## src/rtl/srq_status_byte.sv

```systemverilog
module srq_status_byte #(
  parameter int W = 8
) (
  input  logic         clk,
  input  logic         rst_n,
  input  logic [3:0]   low_bits,
  input  logic         msg_avail,
  input  logic         event_sum,
  input  logic         oper_sum,
  input  logic         en_we,
  input  logic [W-1:0] en_wdata,
  input  logic         clr_stat,
  input  logic         stat_rd,
  input  logic         poll_rd,
  output logic         rd_valid,
  output logic [W-1:0] rd_data,
  output logic         mss,
  output logic         srq
);
  localparam int RQ = 6;
  localparam logic [W-1:0] RQ_MASK = ~(W'(1) << RQ);

  logic [W-1:0] en_q;
  logic [W-1:0] status;
  logic         rqs, mss_q;

  assign status = {oper_sum, 1'b0, event_sum, msg_avail, low_bits};
  assign mss    = |(status & en_q & RQ_MASK);
  assign srq    = rqs;

  always_ff @(posedge clk or negedge rst_n) begin
    if (!rst_n) begin
      en_q     <= '0;
      mss_q    <= 1'b0;
      rqs      <= 1'b0;
      rd_valid <= 1'b0;
      rd_data  <= '0;
    end else begin
      if (en_we) en_q <= en_wdata;
      mss_q <= mss;
      if (clr_stat || poll_rd) rqs <= 1'b0;
      else if (mss && !mss_q && !rqs) rqs <= 1'b1;
      rd_valid <= stat_rd | poll_rd;
      if (poll_rd)      rd_data <= {status[7], rqs, status[5:0]};
      else if (stat_rd) rd_data <= {status[7], mss, status[5:0]};
    end
  end
endmodule


```

## config.mk

```make
export PLATFORM = sky130hd
export DESIGN_NAME = srq_status_byte
export DESIGN_NICKNAME = d
export VERILOG_FILES = /design/src/rtl/srq_status_byte.sv
export SDC_FILE = /design/constraint.sdc
export NUM_CORES = 1
export LEC_CHECK = 0
export ABC_AREA = 0
export CELL_PAD_IN_SITES_DETAIL_PLACEMENT = 1
export CELL_PAD_IN_SITES_GLOBAL_PLACEMENT = 1
export CORE_AREA = 10 10 65 67
export CTS_CLUSTER_SIZE = 25
export DETAILED_ROUTE_END_ITERATION = 12
export DIE_AREA = 0 0 75 77
export MAX_ROUTING_LAYER = met4
export PLACE_DENSITY = 0.57
export SLEW_MARGIN = 20
export SYNTH_ARGS = -nofsm -noshare
export SYNTH_HDL_FRONTEND = slang
export SYNTH_SLANG_ARGS = --single-unit
```

## constraint.sdc

```tcl
create_clock -name clk -period 3 [get_ports clk]
set_input_delay 0.45 -clock clk [delete_from_list [all_inputs] [get_ports clk]]
set_output_delay 0.45 -clock clk [all_outputs]
set_load 0.01 [all_outputs]
```

---- Word level (Yosys, flattened, before mapping) ----
Index checks and enable logic that the tools add are counted.
W data, S select, Z words.
storage, ports and cells
  memory bits (read-only) ................. 0
  bits in writable memories ............... 0
  bits of input ports ..................... 21
  memories ................................ 0
  output and inout port bits .............. 11
  register bits after elaboration ......... 19
  latch bits .............................. 0
  logic and storage cells ................. 19
cells by class
  add/subtract/negate cells ............... 0
  magnitude comparators ................... 0
  shift operators ......................... 0
  multiply operators ...................... 0
  multiplexer cells ....................... 4
  equality and inequality tests ........... 0
  bitwise operators ....................... 2
  reduce and logical (&&, ||, !) cells .... 8
  divide/modulo/power cells ............... 0
operators by type and width
  kind                 number
  $mux W8              2
  $and A8 B8 Y8        1
  $reduce_or A7 Y1     1
  $reduce_bool A2 Y1   2
  $logic_and A1 B1 Y1  2
  $logic_not A1 Y1     2
  $mux W1              2
  $logic_or A1 B1 Y1   1
  $or A1 B1 Y1         1

---- Longest topological paths before layout ----
Gate-level depths: netlist of run 1.
  depth after elaboration ................. 6
  mapped depth ............................ 3
  gate-level depth less buffers ........... 3

---- Least setup slack after synthesis of run 1 ----
Ideal clock, no wire load.
  path type ............................... input -> output
  from .................................... input port msg_avail
  to ...................................... output port mss
  required time ........................... 2550 ps
  stages on the path ...................... 2
  slack ................................... 1585 ps
  path buffers ............................ 0
  data arrival time ....................... 965 ps
  cell sequence ........................... a222oi_1 -> nand3_1
between the ends
  longest elaborated chain between the ends .. 2
ends and longest elaborated chain
  what              RTL line  source
  from (decl)       7         input logic msg_avail,
  $and A8 B8 Y8     28        assign mss = |(status & en_q & RQ_MASK);
  $reduce_or A7 Y1  28
  to (decl)         17        output logic mss,
Every way passes these cells.

---- Final worst setup path of run 1 ----
Ends and elaborated chain as after synthesis.

==> reports/results.ini, run 1 <==
[status]
outcome=finished, final reports clean

[die]
fp.dieW_um=75
floorplan.core_area_um2=2980
die-area_um2=5780
die-height_um=77
initial_standard_cell_utilization_of_the_core_pct=23.2
placementRows=20
io-pin-count=32

[grt]
grt_start_max_net_pins=19
grt_pass1_vias=559
grt_pass1_wl_um=3020
initial_antenna_violation_count=0
grt_overflow_total=0
grtUsageTotal_pct=7.12

[clocking]
clock-sinks=18
post-cts-setup-buffer-count=0
cts_hold_buf=0
clk_latency_ps=290
cts.htree.levels=1
ctsLongestPathBuffers=2
tritoncts.num_buffers=3
cts.repair.resized=0
cts_tree=yes
clk_transition_reported_paths_ps=100
clock_tree_root=sky130_fd_sc_hd__clkbuf_4

[sta]
finalSetupViolCount=0
finalHoldViolations=0
period_utilisation_layout_pct=81.1
fin_setup_tns_ps=0
worst-slew-pin-transition_ps=807
finalWorstPathRequiredPeriod_ps=2430
final_max_slew_viol_count=0
fin_skew_ps=1.51
fmax_ghz=0.411
slew_headroom_pct=46.0
grt_setup_unrepaired=no

[cells_and_area]
final_core_util_pct=35.8
fraction_of_final_layout_cells_sized_beyond_drive_strength_1_pct=24.4
area_taken_by_multi_input_logic_gates_um2=229
sequential_cell_area_um2=450
num-fill-cells=333
area.growth.synth_to_final_pct=54.2
finalNetCount=100
final_cells=111
antenna_cell_count=0

[run]
drv.max_cap_violation_count=0

[logic_synthesis]
syn_nets=66
netlist_area_um2=691
yosys.area_share.simple_pct=2.90
yosysMostFrequentCell=sky130_fd_sc_hd__dfrtp_1
synthAdderAreaFrac_pct=0
synth_edf_count=0
synth_top_cells_by_area=sky130_fd_sc_hd__dfrtp_1 65%, sky130_fd_sc_hd__mux2_2 23%, sky130_fd_sc_hd__a22o_1 2.5%
synth_sequential_area_ratio_pct=65.2
synthesis.area_per_instance_um2=15.3
ys.flop_type=sky130_fd_sc_hd__dfrtp_1
synth_largest_area_cell=sky130_fd_sc_hd__dfrtp_1
combinational_family_with_the_most_area_after_synthesis=multiplexers
synth.yosys.warnings=0
synth_top_cells_by_count=18 x sky130_fd_sc_hd__dfrtp_1, 14 x sky130_fd_sc_hd__mux2_2, 2 x sky130_fd_sc_hd__a22o_1, 2 x sky130_fd_sc_hd__a22oi_1, 2 x sky130_fd_sc_hd__inv_1
synthMuxAreaShare_pct=22.8
post_synth_inst_count=45
synth_cell_type_count=12
netlist.area_leader.share_pct=65.2
synthXorXnorAreaFrac_pct=0
asyncSetResetFlopFracSynth_pct=100
synth_compound_area_share_pct=7.43
synth.ff_latch_count=18

[worst_setup_path]
worst-endpoint-required_ps=2550
internal_reg_to_reg_setup_slack_ps=1710
reg2regPathDepth=3
endpoint_kind=output pin
worstReg2RegEnd=rd_data[6]
worst-endpoint-arrival_ps=1980
timing.critical_path.fanout_max=4
path_class=input port to output pin
type_of_element_launching_the_critical_path=input port
r2r_start=en_q[4]

[detailed_routing]
route.antenna.remaining_nets=0
detail_route.first_pass.iterations=4
routed_via_density=4.58
dr_total_vias=508
wl_per_cell_um=16.1
wl_um=1790
drc=0
initialDrtViolationCount=15

[power_and_ir_drop]
leak_pwr_uw=0.000433
pd_cells_nw_per_um2=488
maximum_resistive_drop_on_vdd_mv=0.191

[placed_design]
detailedPlacementHpwl_um=1470
buffer_ports.inserted=30
finalWeightedCongestion=0.681
placed_cells=107

[hold_path]
hold-path-cell-count=1
hold-path-endpoint=rd_data[7]
timing.hold.worst.start=rd_data[7]
min-delay-path-class=flip-flop to flip-flop

[placed cells by master (no fill, tap or decap)]
| master | count |
|---|---|
| sky130_fd_sc_hd__dfrtp_1 | 18 |
| sky130_fd_sc_hd__nor2_1 | 1 |
| sky130_fd_sc_hd__a31o_1 | 1 |
| sky130_fd_sc_hd__nand3_1 | 1 |
| sky130_fd_sc_hd__nor2_2 | 1 |
| sky130_fd_sc_hd__inv_1 | 2 |
| sky130_fd_sc_hd__a222oi_1 | 1 |
| sky130_fd_sc_hd__clkbuf_4 | 3 |
| sky130_fd_sc_hd__a22oi_1 | 2 |
| sky130_fd_sc_hd__mux2_2 | 14 |
| sky130_fd_sc_hd__a22o_1 | 2 |
| sky130_fd_sc_hd__clkbuf_8 | 1 |
| sky130_fd_sc_hd__nor3_1 | 1 |
| sky130_fd_sc_hd__clkdlybuf4s50_1 | 30 |
[through the flow]
step	hold WS, ps	power (µW)	cell area, µm²	worst slack [ps]
2_1_floorplan	154	313	691	1590
3_3_place_gp	487	377	1030	587
3_5_place_dp	493	379	1030	546
4_1_cts	516	531	1060	545
5_1_grt	535	556	1060	452
6_report	510	520	1060	567
[critical path, stage by stage]
cell and delay, ps:
sky130_fd_sc_hd__clkdlybuf4s50_1 430, sky130_fd_sc_hd__a222oi_1 360, sky130_fd_sc_hd__nand3_1 210, sky130_fd_sc_hd__clkdlybuf4s50_1 530
[cell families after synthesis]
group | Yosys count
buf+inv | 3
flops | 18
mux | 14
simple gates | 4
compound gates | 6
[sequential cells by signal, summed over array words and instances, names as in the netlist]
register / cells
en_q: 7
mss_q: 1
rd_data: 8
rd_valid: 1
srq: 1
[report_power, final]
group	internal [µW]	switching (µW)	total, µW	leakage [µW]
combinational	62.6	33.6	96.2	0.000202
clock	74.0	75.4	149	0.0000210
sequential	264	10.6	274	0.000210
[worst max-delay path by stage]
stage | from | to | slack (ps)
floorplan | msg_avail | mss | 1590
global placement | msg_avail | mss | 590
detailed placement | msg_avail | mss | 550
CTS | msg_avail | mss | 550
global route | msg_avail | mss | 450
finish | msg_avail | mss | 570
[layout make-up]
cell class	instances	share of cell area (%)
well taps	33	3.88
multi-input cells	24	21.5
clock buffers	4	3.41
flip-flops and latches	18	42.3
repair buffers	30	28.2
inverters	2	0.705
[layer usage]
layer / global-route usage [%] / up-vias / share of wire, %
li1: - / 229 / -
met1: 7.48 / 252 / 40
met2: 10.6 / 23 / 49
met3: 3.09 / 4 / 8.3
met4: 4.55 / 0 / 2.1
met5: - / - / 0
Note: power is estimated with default switching activity, not from simulation.
==> run 2: changes to the inputs <==
- PLACE_DENSITY: 0.57 -> 0.59
- clock period: 3 -> 2.2 ns (I/O delays scaled with it)
==> run 2 against run 1 <==
Effect of this change: cell count grew 1.8%; first-iteration DRC count shrank 20%; power grew 37%; clock power grew 34%; die area is the same; clock skew grew 4.7 ps; wire length grew 0.95%; utilization grew 0.50 points; critical endpoint unchanged; largest cell class unchanged; largest power group unchanged.
==> reports/results.ini, run 2 (same netlist as run 1, synthesis figures left out) <==
[status]
outcome=finished, final reports clean

[placed_design]
finalWeightedCongestion=0.669  ; -1.8%
detailedPlacementHpwl_um=1490  ; +1.3%
buffer_ports.inserted=30  ; unchanged
placed_cells=109  ; +1.9%
placed_cell_area_um2=1040  ; +1.5%

[worst_setup_path]
reg2regPathDepth=4  ; +1
worst-endpoint-arrival_ps=1740  ; -240 ps
worstReg2RegEnd=rd_data[6]
type_of_element_launching_the_critical_path=input port
path_class=input port to output pin
worstPathCellList=clkdlybuf4s50_1 -> a222oi_1 -> nand3_1 -> clkdlybuf4s50_1
endpoint_kind=output pin
internal_reg_to_reg_setup_slack_ps=810  ; -900 ps
timing.critical_path.fanout_max=2  ; -2
r2r_start=en_q[4]
critPathMostFrequentCell=sky130_fd_sc_hd__clkdlybuf4s50_1
worst-endpoint-required_ps=1870  ; -680 ps
crit_path_top_delay_cell=sky130_fd_sc_hd__clkdlybuf4s50_1
cpPeakStageDelay_ps=510  ; -20 ps

[detailed_routing]
initialDrtViolationCount=12  ; -3
detail_route.first_pass.iterations=4  ; unchanged
route.antenna.remaining_nets=0  ; unchanged
drc=0  ; unchanged
wl_per_cell_um=16.0  ; -0.84%
dr_total_vias=499  ; -1.8%
routed_via_density=4.42  ; -3.5%
wl_um=1810  ; +0.95%

[power_and_ir_drop]
leak_pwr_uw=0.000442  ; +2.1%
pd_cells_nw_per_um2=658  ; +35%
p_total_uw=710  ; +37%
maximum_resistive_drop_on_vdd_mv=0.189  ; -0.96%

[clocking]
ctsLongestPathBuffers=2  ; unchanged
tritoncts.num_buffers=3  ; unchanged
cts.repair.resized=0  ; unchanged
clk_latency_ps=290  ; about the same
clock-sinks=18  ; unchanged
cts_hold_buf=0  ; unchanged
clk_transition_reported_paths_ps=100  ; about the same
clock_tree_root=sky130_fd_sc_hd__clkbuf_4
cts_tree=yes
cts.htree.levels=1  ; unchanged
post-cts-setup-buffer-count=0  ; unchanged

[cells_and_area]
area.growth.synth_to_final_pct=56.3
fraction_of_final_layout_cells_sized_beyond_drive_strength_1_pct=26.3  ; +1.9 points
final_cell_area_um2=1080  ; +1.4%
layout.cells.most_common=sky130_fd_sc_hd__clkdlybuf4s50_1
finalNetCount=102  ; +2.0%
final_cells=113  ; +1.8%
top_register_by_number_of_flip_flops=rd_data
layout_common_cells=30 x sky130_fd_sc_hd__clkdlybuf4s50_1, 18 x sky130_fd_sc_hd__dfrtp_1, 14 x sky130_fd_sc_hd__mux2_2
antenna_cell_count=0  ; unchanged
largest_register_ffs=8  ; unchanged
largest_registers_in_the_final_layout=rd_data x8, en_q x7

[grt]
grt_pass1_vias=576  ; +3.0%
grt_pass1_wl_um=2970  ; -1.6%
grtUsageTotal_pct=6.86  ; -0.25 points
grt_overflow_total=0  ; unchanged
initial_antenna_violation_count=0  ; unchanged
grt_start_max_net_pins=19  ; unchanged

[sta]
final_max_slew_viol_count=0  ; unchanged
fmax_ghz=0.482
finalSetupViolCount=0  ; unchanged
slew_headroom_pct=70.7  ; +25 points
period_utilisation_layout_pct=94.3
fin_hold_ws_ps=362  ; -148 ps
worst-slew-pin-transition_ps=439  ; -368 ps
fin_skew_ps=6.23  ; +4.72 ps
grt_setup_unrepaired=no
finalHoldViolations=0  ; unchanged
finalWorstPathRequiredPeriod_ps=2070
fin_setup_tns_ps=0  ; unchanged

[run]
drv.max_cap_violation_count=0  ; unchanged

[die]
placementRows=20  ; unchanged
die-area_um2=5780  ; unchanged
die-height_um=77  ; unchanged
initial_standard_cell_utilization_of_the_core_pct=23.2  ; unchanged
io-pin-count=32  ; unchanged
floorplan.core_area_um2=2980  ; unchanged
fp.dieW_um=75  ; unchanged

[hold_path]
min-delay-path-class=input port to asynchronous set/reset pin

==> run 2: cell count changes in the layout (fill, tap and decap cells not counted), sizes merged <==
cell	previous run	this run
buf	0	2
==> run 2: metrics by stage <==
step	worst slack [ps]	utilization, %
after floorplan	964	-
after global placement	105	35.0
after detailed placement	109	35.0
after CTS	107	36.3
after global routing	11.2	36.3
final	126	36.3
==> run 2: worst max path at each step <==
| stage | slack, ps | end | cells past startpoint | start |
|---|---|---|---|---|
| 3_5_place_dp | 110 | mss | 4 | msg_avail |
| 2_1_floorplan | 960 | rd_data[6] | 3 | en_q[4] |
| 3_3_place_gp | 100 | mss | 4 | msg_avail |
| 4_1_cts | 110 | mss | 4 | msg_avail |
| 5_1_grt | 10 | mss | 4 | msg_avail |
| 6_report | 130 | mss | 4 | msg_avail |
==> run 2: area by class of cell <==
class,count,area (µm²)
Inverter,2,7.51
Clock buffer,4,36.3
Tap cell,33,41.3
Multi-Input combinational cell,24,229
Sequential cell,18,450
Timing Repair Buffer,32,315
Fill cell,328,1900
==> run 2: power by group <==
group	leakage, µW	internal, µW	switching [µW]
Sequential	0.000210	360	15.5
Clock	0.0000210	101	99.0
Combinational	0.000211	88.7	46.5
==> run 2: layer usage <==
metal | GRT usage, % | up-vias | share of wire, %
li1 | - | 233 | -
met1 | 7.66 | 244 | 42
met2 | 10.2 | 20 | 49
met3 | 1.67 | 2 | 7.4
met4 | 5.11 | 0 | 2.3
met5 | - | - | 0
==> run 2: worst max-delay path: cells and delay by family <==
family / cells / cell delay [ps]
buffers and inverters: 2 / 940
AND/OR/NAND/NOR: 1 / 150
AO/OA/AOI/OAI: 1 / 330
==> run 3: changes to the inputs <==
- CORE_AREA: 10 10 65 67 -> 2 2 57 59
- DIE_AREA: 0 0 75 77 -> 0 0 59 61
- PLACE_DENSITY: 0.59 -> not set
- PLACE_DENSITY_LB_ADDON: not set -> 0.12
==> run 3 against run 2 <==
Effect of this change: worst setup slack worse by 54 ps; critical path depth is the same; sequential power is essentially flat; worst hold slack about the same; clock power increased by 2%; register-to-register slack about the same; clock skew shrank 5.5 ps; largest power group unchanged; combinational power about the same; cell count stayed put; count of clock-buffer cells in the layout is the same; die area is 38% lower; power rose by 0.46%.
==> reports/results.ini, run 3 (same netlist as run 1, synthesis figures left out) <==
[status]
outcome=finished, final reports clean

[power_and_ir_drop]
power.share.sequential_pct=52.4  ; -0.4 points
netSwitchingFraction_pct=23.0  ; +0.35 points
power.net_switching_uw=164  ; +2.0%
internal_power_uw=549  ; about the same
pd_cells_nw_per_um2=661  ; +0.46%
leak_pwr_uw=0.000442  ; unchanged
p_clk_share_pct=28.7  ; +0.6 points
p_total_uw=713  ; +0.46%
maximum_resistive_drop_on_vdd_mv=0.222  ; +18%
combinationalPowerShare_pct=18.8  ; -0.2 points

[detailed_routing]
initialDrtViolationCount=9  ; -3
route.antenna.remaining_nets=0  ; unchanged
routed_via_density=4.42  ; +0.20%
dr_total_vias=500  ; +0.20%
detail_route.first_pass.iterations=4  ; unchanged
wl_um=1560  ; -14%
drc=0  ; unchanged
wl_per_cell_um=13.8  ; -14%

[hold_path]
min-delay-path-class=input port to asynchronous set/reset pin

[clocking]
post-cts-setup-buffer-count=0  ; unchanged
clk_transition_reported_paths_ps=100  ; about the same
clock-sinks=18  ; unchanged
clk_latency_ps=290  ; about the same
cts_hold_buf=0  ; unchanged
clock_tree_root=sky130_fd_sc_hd__clkbuf_4
cts_tree=yes
tritoncts.num_buffers=3  ; unchanged
cts.htree.levels=1  ; unchanged
ctsLongestPathBuffers=2  ; unchanged

[worst_setup_path]
worstPathCellList=clkdlybuf4s50_1 -> a222oi_1 -> nand3_1 -> clkdlybuf4s50_1
critPathMostFrequentCell=sky130_fd_sc_hd__clkdlybuf4s50_1
endpoint_kind=output pin
crit_path_top_delay_cell=sky130_fd_sc_hd__clkdlybuf4s50_1
worst-endpoint-arrival_ps=1800  ; +60 ps
path_buf_inv=2  ; unchanged
type_of_element_launching_the_critical_path=input port
path_class=input port to output pin
cpLargestDelayFamily=buffers and inverters
internal_reg_to_reg_setup_slack_ps=800  ; about the same
cp.depth=4  ; unchanged
cpPeakStageDelay_ps=510  ; about the same
timing.critical_path.fanout_max=2  ; unchanged
worst-endpoint-required_ps=1870  ; about the same
reg2regPathDepth=4  ; unchanged

[cells_and_area]
largest_register_ffs=8  ; unchanged
antenna_cell_count=0  ; unchanged
largest_registers_in_the_final_layout=rd_data x8, en_q x7
area.growth.synth_to_final_pct=56.3  ; unchanged
layout_common_cells=30 x sky130_fd_sc_hd__clkdlybuf4s50_1, 18 x sky130_fd_sc_hd__dfrtp_1, 14 x sky130_fd_sc_hd__mux2_2
finalNetCount=102  ; unchanged
sequential_cell_area_um2=450  ; unchanged
fraction_of_final_layout_cells_sized_beyond_drive_strength_1_pct=26.3  ; unchanged
top_register_by_number_of_flip_flops=rd_data
final_cells=113  ; unchanged
layout.cells.most_common=sky130_fd_sc_hd__clkdlybuf4s50_1
final_cell_area_um2=1080  ; unchanged
num-fill-cells=333  ; +1.5%
area_taken_by_multi_input_logic_gates_um2=229  ; unchanged
final_core_util_pct=36.6  ; +0.31 points

[sta]
fmax_ghz=0.470  ; -2.5%
fin_skew_ps=0.750  ; -5.48 ps
final_max_slew_viol_count=0  ; unchanged
period_utilisation_layout_pct=96.7  ; +2.5 points
finalWorstPathRequiredPeriod_ps=2130  ; +54.1 ps
grt_setup_unrepaired=no
fin_setup_tns_ps=0  ; unchanged
finalSetupViolCount=0  ; unchanged
slew_headroom_pct=69.4  ; -1.3 points
worst-slew-pin-transition_ps=458  ; +18.8 ps
finalHoldViolations=0  ; unchanged

[grt]
grtUsageTotal_pct=10.6  ; +3.7 points
initial_antenna_violation_count=0  ; unchanged
grt_overflow_total=0  ; unchanged
grt_pass1_wl_um=2680  ; -10%
grt_pass1_vias=540  ; -6.3%
grt_start_max_net_pins=19  ; unchanged

[die]
fp.dieW_um=59  ; -21%
io-pin-count=32  ; unchanged
floorplan.core_area_um2=2950  ; -0.84%
initial_standard_cell_utilization_of_the_core_pct=23.4  ; +0.20 points
placementRows=20  ; unchanged
die-area_um2=3600  ; -38%
die-height_um=61  ; -21%

[run]
drv.max_cap_violation_count=0  ; unchanged

[placed_design]
finalWeightedCongestion=0.719  ; +7.5%
placed_cell_area_um2=1040  ; unchanged
placed_cells=109  ; unchanged
buffer_ports.inserted=30  ; unchanged
detailedPlacementHpwl_um=1230  ; -18%

## run 3: repair_timing
action	in CTS	in global routing
endpoints found under the hold margin	0	0
endpoints found under the setup margin	0	1
resized for setup	0	0
## run 3: cell type report
type / instances / area share, %
sequential: 18 / 41.7
timing repair buffer: 32 / 29.2
multi-input combinational: 24 / 21.2
tap: 33 / 3.82
clock buffer: 4 / 3.36
inverter: 2 / 0.695
## run 3: worst paths after layout
path	start	end
worst min-delay path	rst_n	rd_valid
worst min register to register	rd_data[4]	rd_data[4]
worst max register to register	en_q[4]	rd_data[6]
worst max-delay path	msg_avail	mss
max in group asynchronous	rst_n	en_q[1]
min in group clk	rd_data[4]	rd_data[4]
## run 3: power groups by stage
stage	Clock (µW)	Sequential (µW)	Combinational, µW
floorplan	0	385	41.8
global placement	0	381	136
detailed placement	0	382	138
CTS	219	375	138
global route	231	379	146
finish	205	374	134
## run 3: metrics by stage
step           hold slack (ps)  worst slack (ps)
2_1_floorplan             34.4               964
3_3_place_gp               492              16.5
3_5_place_dp               493            -0.833
4_1_cts                    359              1.88
5_1_grt                    369             0.653
6_report                   361              72.0
## run 3: worst reg2reg max path, delay by kind of cell, from the launching register on
family | cells | cell delay [ps]
compound gates | 2 | 580
buf+inv | 1 | 170
flops | 1 | 390
simple gates | 1 | 160
## run 3: routing by layer
| metal | wire [µm] | track usage, % | part of all wire, % |
|---|---|---|---|
| met1 | 670 | 12.6 | 43 |
| met4 | 23 | 5.84 | 1.5 |
| met3 | 73 | 1.92 | 4.7 |
| met2 | 796 | 17.0 | 51 |
| met5 | 0 | - | 0 |
